## config.mk

```make
export PLATFORM = sky130hd
export DESIGN_NAME = hdlc_frame_tx
export DESIGN_NICKNAME = d
export VERILOG_FILES = /design/src/rtl/hdlc_tx_pkg.sv /design/src/rtl/hdlc_tx_crc.sv /design/src/rtl/hdlc_tx_stuff.sv /design/src/rtl/hdlc_tx_nrzi.sv /design/src/rtl/hdlc_frame_tx.sv
export SDC_FILE = /design/constraint.sdc
export NUM_CORES = 1
export LEC_CHECK = 0
export CAP_MARGIN = 15
export CORE_AREA = 2 2 77 87
export DETAILED_ROUTE_END_ITERATION = 8
export DIE_AREA = 0 0 79 89
export GPL_ROUTABILITY_DRIVEN = 1
export PLACE_DENSITY = 0.84
export SLEW_MARGIN = 10
export SYNTH_ARGS = -nofsm -noshare
export SYNTH_HDL_FRONTEND = slang
export SYNTH_SLANG_ARGS = --single-unit
```

## constraint.sdc

```tcl
create_clock -name clk -period 5.21 [get_ports clk]
set_input_delay 1.042 -clock clk [delete_from_list [all_inputs] [get_ports clk]]
set_output_delay 1.042 -clock clk [all_outputs]
set_load 0.05 [all_outputs]
```

## src/rtl/hdlc_tx_pkg.sv

```systemverilog
package hdlc_tx_pkg;
   typedef enum logic [2:0] {
      PH_IDLE,
      PH_TRAIN,
      PH_OPEN,
      PH_DATA,
      PH_FCS,
      PH_CLOSE,
      PH_TAIL
   } phase_e;
endpackage

```

## src/rtl/hdlc_tx_crc.sv

```systemverilog
module hdlc_tx_crc #(
   parameter int          CRC_W    = 16,
   parameter logic [15:0] CRC_POLY = 16'h8408,
   parameter logic [15:0] CRC_INIT = 16'hFFFF
) (
   input  logic             clk,
   input  logic             rst_n,
   input  logic             clear,
   input  logic             shift,
   input  logic             din,
   output logic [CRC_W-1:0] crc_q
);
   localparam logic [CRC_W-1:0] POLY = CRC_POLY[CRC_W-1:0];
   localparam logic [CRC_W-1:0] INIT = CRC_INIT[CRC_W-1:0];

   logic             fb;
   logic [CRC_W-1:0] crc_nx;

   assign fb = crc_q[0] ^ din;

   genvar i;
   generate
      for (i = 0; i < CRC_W - 1; i++) begin : g_bit
         assign crc_nx[i] = crc_q[i+1] ^ (fb & POLY[i]);
      end
   endgenerate
   assign crc_nx[CRC_W-1] = fb & POLY[CRC_W-1];

   always_ff @(posedge clk or negedge rst_n) begin
      if (!rst_n)      crc_q <= INIT;
      else if (clear)  crc_q <= INIT;
      else if (shift)  crc_q <= crc_nx;
   end
endmodule

```

## src/rtl/hdlc_tx_stuff.sv

```systemverilog
module hdlc_tx_stuff #(
   parameter int STUFF_RUN = 5
) (
   input  logic clk,
   input  logic rst_n,
   input  logic clear,
   input  logic track,
   input  logic insert,
   input  logic din,
   output logic stuff_now
);
   localparam int RW = $clog2(STUFF_RUN + 1);

   logic [RW-1:0] run_q;

   assign stuff_now = (run_q == RW'(STUFF_RUN));

   always_ff @(posedge clk or negedge rst_n) begin
      if (!rst_n)                run_q <= '0;
      else if (clear || insert)  run_q <= '0;
      else if (track)            run_q <= din ? run_q + 1'b1 : '0;
   end
endmodule

```

## src/rtl/hdlc_tx_nrzi.sv

```systemverilog
module hdlc_tx_nrzi #(
   parameter bit IDLE_LEVEL     = 1'b1,
   parameter bit TOGGLE_ON_ZERO = 1'b1
) (
   input  logic clk,
   input  logic rst_n,
   input  logic step,
   input  logic din,
   output logic lvl
);
   logic flip;

   generate
      if (TOGGLE_ON_ZERO) begin : g_space
         assign flip = ~din;
      end else begin : g_mark
         assign flip = din;
      end
   endgenerate

   always_ff @(posedge clk or negedge rst_n) begin
      if (!rst_n)               lvl <= IDLE_LEVEL;
      else if (step && flip)    lvl <= ~lvl;
   end
endmodule

```

## src/rtl/hdlc_frame_tx.sv

```systemverilog
module hdlc_frame_tx
   import hdlc_tx_pkg::*;
#(
   parameter int          BUF_BYTES  = 172,
   parameter int          TRAIN_BITS = 24,
   parameter logic [7:0]  FLAG_BYTE  = 8'h7E,
   parameter int          CRC_W      = 16,
   parameter logic [15:0] CRC_POLY   = 16'h8408,
   parameter logic [15:0] CRC_INIT   = 16'hFFFF,
   parameter int          STUFF_RUN  = 5,
   parameter bit          IDLE_LEVEL = 1'b1,
   localparam int         MAX_BITS   = BUF_BYTES * 8,
   localparam int         LEN_W      = $clog2(MAX_BITS + 1),
   localparam int         ADDR_W     = $clog2(BUF_BYTES)
) (
   input  logic              clk,
   input  logic              rst_n,
   input  logic              len_wr,
   input  logic [LEN_W-1:0]  len_val,
   input  logic              go,
   input  logic              bit_stb,
   output logic [ADDR_W-1:0] rd_addr,
   input  logic [7:0]        rd_data,
   output logic              tx_bit,
   output logic              busy,
   output logic              done
);
   localparam int               CRC_IX  = $clog2(CRC_W);
   localparam logic [LEN_W-1:0] MAX_LEN = LEN_W'(MAX_BITS);
   localparam logic [LEN_W-1:0] TR_LAST = LEN_W'(TRAIN_BITS - 1);
   localparam logic [LEN_W-1:0] CR_LAST = LEN_W'(CRC_W - 1);
   localparam logic [LEN_W-1:0] FL_LAST = LEN_W'(7);

   generate
      if (BUF_BYTES < 2) begin : g_chk_buf
         $error("BUF_BYTES must be at least 2");
      end
      if (TRAIN_BITS < 1 || TRAIN_BITS > MAX_BITS) begin : g_chk_train
         $error("TRAIN_BITS out of range");
      end
      if (CRC_W < 8 || CRC_W > 16 || CRC_W != (1 << CRC_IX)) begin : g_chk_crc
         $error("CRC_W must be 8 or 16");
      end
      if (STUFF_RUN < 1) begin : g_chk_run
         $error("STUFF_RUN must be positive");
      end
   endgenerate

   phase_e           phase_q, phase_nx;
   logic [LEN_W-1:0] cnt_q;
   logic [LEN_W-1:0] len_q;
   logic             done_q;
   logic [CRC_W-1:0] crc_q;
   logic             raw;
   logic             tx_raw;
   logic             stuff_now;
   logic             emit;
   logic             advance;
   logic             last;
   logic             stuffable;
   logic             go_ok;

   // length register, frozen while a frame runs
   always_ff @(posedge clk or negedge rst_n) begin
      if (!rst_n)
         len_q <= '0;
      else if (len_wr && phase_q == PH_IDLE)
         len_q <= (len_val > MAX_LEN) ? MAX_LEN : len_val;
   end

   assign go_ok     = go && (phase_q == PH_IDLE);
   assign stuffable = (phase_q == PH_DATA) || (phase_q == PH_FCS);
   assign emit      = bit_stb && (phase_q != PH_IDLE) && (phase_q != PH_TAIL);
   assign tx_raw    = stuff_now ? 1'b0 : raw;
   assign advance   = emit && !stuff_now;

   always_comb begin
      raw      = 1'b1;
      last     = 1'b0;
      phase_nx = phase_q;
      rd_addr  = '0;
      case (phase_q)
         PH_TRAIN: begin
            raw      = cnt_q[0];
            last     = (cnt_q == TR_LAST);
            phase_nx = PH_OPEN;
         end
         PH_OPEN: begin
            raw      = FLAG_BYTE[cnt_q[2:0]];
            last     = (cnt_q == FL_LAST);
            phase_nx = (len_q == '0) ? PH_FCS : PH_DATA;
         end
         PH_DATA: begin
            rd_addr  = ADDR_W'(cnt_q >> 3);
            raw      = rd_data[cnt_q[2:0]];
            last     = (cnt_q == len_q - 1'b1);
            phase_nx = PH_FCS;
         end
         PH_FCS: begin
            raw      = ~crc_q[cnt_q[CRC_IX-1:0]];
            last     = (cnt_q == CR_LAST);
            phase_nx = PH_CLOSE;
         end
         PH_CLOSE: begin
            raw      = FLAG_BYTE[cnt_q[2:0]];
            last     = (cnt_q == FL_LAST);
            phase_nx = PH_TAIL;
         end
         default: ;
      endcase
   end

   always_ff @(posedge clk or negedge rst_n) begin
      if (!rst_n) begin
         phase_q <= PH_IDLE;
         cnt_q   <= '0;
         done_q  <= 1'b0;
      end else if (phase_q == PH_IDLE) begin
         if (go_ok) begin
            phase_q <= PH_TRAIN;
            cnt_q   <= '0;
            done_q  <= 1'b0;
         end
      end else if (phase_q == PH_TAIL) begin
         if (bit_stb) begin
            phase_q <= PH_IDLE;
            done_q  <= 1'b1;
         end
      end else if (advance) begin
         if (last) begin
            phase_q <= phase_nx;
            cnt_q   <= '0;
         end else begin
            cnt_q   <= cnt_q + 1'b1;
         end
      end
   end

   hdlc_tx_crc #(
      .CRC_W    (CRC_W),
      .CRC_POLY (CRC_POLY),
      .CRC_INIT (CRC_INIT)
   ) u_crc (
      .clk   (clk),
      .rst_n (rst_n),
      .clear (go_ok),
      .shift (advance && phase_q == PH_DATA),
      .din   (raw),
      .crc_q (crc_q)
   );

   hdlc_tx_stuff #(
      .STUFF_RUN (STUFF_RUN)
   ) u_stuff (
      .clk       (clk),
      .rst_n     (rst_n),
      .clear     (go_ok),
      .track     (advance && stuffable),
      .insert    (emit && stuff_now),
      .din       (raw),
      .stuff_now (stuff_now)
   );

   hdlc_tx_nrzi #(
      .IDLE_LEVEL     (IDLE_LEVEL),
      .TOGGLE_ON_ZERO (1'b1)
   ) u_nrzi (
      .clk   (clk),
      .rst_n (rst_n),
      .step  (emit),
      .din   (tx_raw),
      .lvl   (tx_bit)
   );

   assign busy = (phase_q != PH_IDLE);
   assign done = done_q;
endmodule

```

==> run metrics <==
top cells by area in the synthesized netlist=dfrtp_1, dfstp_2, nand2_1; Die X-Extent=79 um; number of global-route vias before repair=2,590; Top FF cell, synth=dfrtp_1; largest family of logic cells by synthesized area=simple AND/OR/NAND/NOR gates; footprint of the multi-input gates=1860 um2; Routed WL=7.02 mm; hold buffer count at cts=0; #FFs+latches synth=46; multiplexer area fraction after synthesis=6.93%; Power Density=562 nW/um2; Setup violations, final=0; fmax=277 MHz; CTS H-tree lvls=2; dpl cell area=3520 um2; Routed Antenna Nets=0; GPL Wtd Cong=0.863; n_diodes=0; Cells after DPL=451; crit path launch type=flop; worst hold stages=2; LEAKAGE=0.00147 uW; Cell Chain, Critical Path=and3b_1 > and2_1 > clkdlybuf4s50_1; drt initial violations=140; Die Y=89 um; share of post-route cells with drive strength above 1=12.1%; Max Clock Skew=10.0 ps; total gr overflow=0; Via density=6.02; detailed placement HPWL=5.12 mm; RSZ-0062 raised after global routing=false; Fillers=530; Post-Synth Adder-Cell Area=2.76%; worst skew pair latency=300 ps; Commonest cells post-synth=nand2_1, o21ai_0, dfrtp_1; Synth cell types=67; PostCTS Resize Cnt=0; CP max stage delay=800 ps; top-area cell type share of the netlist area=22.9%; crit-path max FO=19; total CTS buffers=5; # IOs=35; Hold Violations, Final=0; Setup CP Type=reg -> out; count leader, synth=nand2_1; wire length of the first global-routing pass=12.0 mm; clock sink count=46; clock root cell=clkbuf_8; Max Slew Vio Count=0; cells after synthesis=357; pin count of the biggest net entering global routing=47; Synth Net Count=388; Worst-path clk slew=100 ps; Global Route Usage Sum=21.5%; Synth Area in XOR/XNOR=4.81%; Vias=2,763; first-pass detailed-route iteration total=5; critical path depth in cells=3; Post-synth ARST share=100%; Post-Synth Simple-Gate Area=22.9%; Mapped Area=3180 um2; crit path capture type=output port; Final Cycle Share=69.4%; # rows=30; Die ar.=7030 um2; Setup Buffers After CTS=0; Area growth, synth to finish=14.2%; Post-Layout Cell Count=459; status=finished, final reports clean; FF-to-FF path depth=8; deepest clock path buffer count=2; cell taking the most area after synthesis=dfrtp_1; initial antenna violation count=0; FF+latch area=1170 um2; Finished Cell Area=3630 um2; hold crit path type=reg -> reg; TritonCTS clock tree=done; final net count=409; Mean Syn Cell Area=8.90 um2; max-capacitance violation count=0; Port Buffers=34; relative slew slack=29.5%; setup TNS=0 ps; initial core utilization=52.2%; Warnings, synthesis=0; number of flops mapped to enable cells by yosys=0; worst slew pin tran=1050 ps; CP arrival=2570 ps; routed wire length per instance=15.3 um; peak supply drop=281 uV; sequential cell area fraction in the yosys report=36.9%; CP max-delay cell=clkdlybuf4s50_1; core area=6080 um2; compound-cell area share of the yosys netlist=21.1%; drc violations=0; Worst EP required=4170 ps; buffer and inverter count on the worst path=1; Top Family by Delay on Critical Path=simple AND/OR/NAND/NOR gates; Final Critical Period=3610 ps
==> path summary, 6_finish.rpt <==
path	start	to	slack, ps
max	phase_q[0]	rd_addr[0]	1600
min	u_crc.crc_q[12]	u_crc.crc_q[11]	460
max reg2reg	phase_q[1]	u_stuff.run_q[2]	2100
min reg2reg	u_crc.crc_q[12]	u_crc.crc_q[11]	460
max in group asynchronous	rst_n	cnt_q[4]	3680
min in group asynchronous	rst_n	len_q[1]	910
==> sequential cells by signal, summed over array words and instances, names as in the netlist <==
| signal | flops |
|---|---|
| cnt_q | 11 |
| done | 1 |
| len_q | 11 |
| phase_q | 3 |
| u_crc.crc_q | 16 |
| u_nrzi.lvl | 1 |
| u_stuff.run_q | 3 |
==> stage by stage <==
stage	util, %	hold WS (ps)	power, uW	worst slack (ps)
after CTS	59.7	456	2040	1590
final	59.7	461	2040	1600
after floorplan	-	438	1560	2540
after detailed placement	57.9	449	1780	1480
after global placement	57.9	444	1740	1740
after global routing	59.7	490	2200	1430
==> logic make-up (layout without fill, tap and decap cells) <==
logic type	Yosys count	after routing
adder cells (fa/ha/maj)	7	7
flip-flops	46	46
AO/OA/AOI/OAI	104	104
buffers and inverters	35	57
AND/OR/NAND/NOR	139	139
multiplexers	11	11
XOR/XNOR	15	15
==> metal layers <==
| layer | share of wire (%) | global-route usage [%] |
|---|---|---|
| met4 | 1.1 | 6.11 |
| met5 | 0 | 0 |
| met1 | 46 | 28.4 |
| met2 | 50 | 37.2 |
| met3 | 3.7 | 2.93 |
==> worst register-to-register path, delay by kind of cell, from the launching register on <==
| family | cells | cell delay (ps) |
|---|---|---|
| AOI/OAI and AO/OA | 5 | 1820 |
| and+or+nand+nor | 3 | 690 |
| DFF | 1 | 540 |
==> cell type report <==
type	count	share of cell area (%)
tap	80	2.76
clock buffer	6	2.59
multi-input combinational	276	51.2
timing repair buffer	34	9.24
inverter	15	1.55
clock inverter	2	0.379
sequential	46	32.3
==> placed cells by master, fill, tap and decap left out, types with 6 or more instances in the layout <==
cell type        count
nor3_1               7
ha_1                 7
dfstp_2             17
inv_1               15
nand2b_1             6
clkdlybuf4s50_1     33
a21oi_1             28
dfrtp_1             29
and2_1               8
nand2_1             53
xnor2_1              8
nor2_1              22
o21ai_0             33
==> report_power, final <==
group	switching, uW	internal (uW)
Sequential	228	556
Combinational	528	475
Clock	129	125
Total	884	1160
Power figures use the tool's default switching activity.
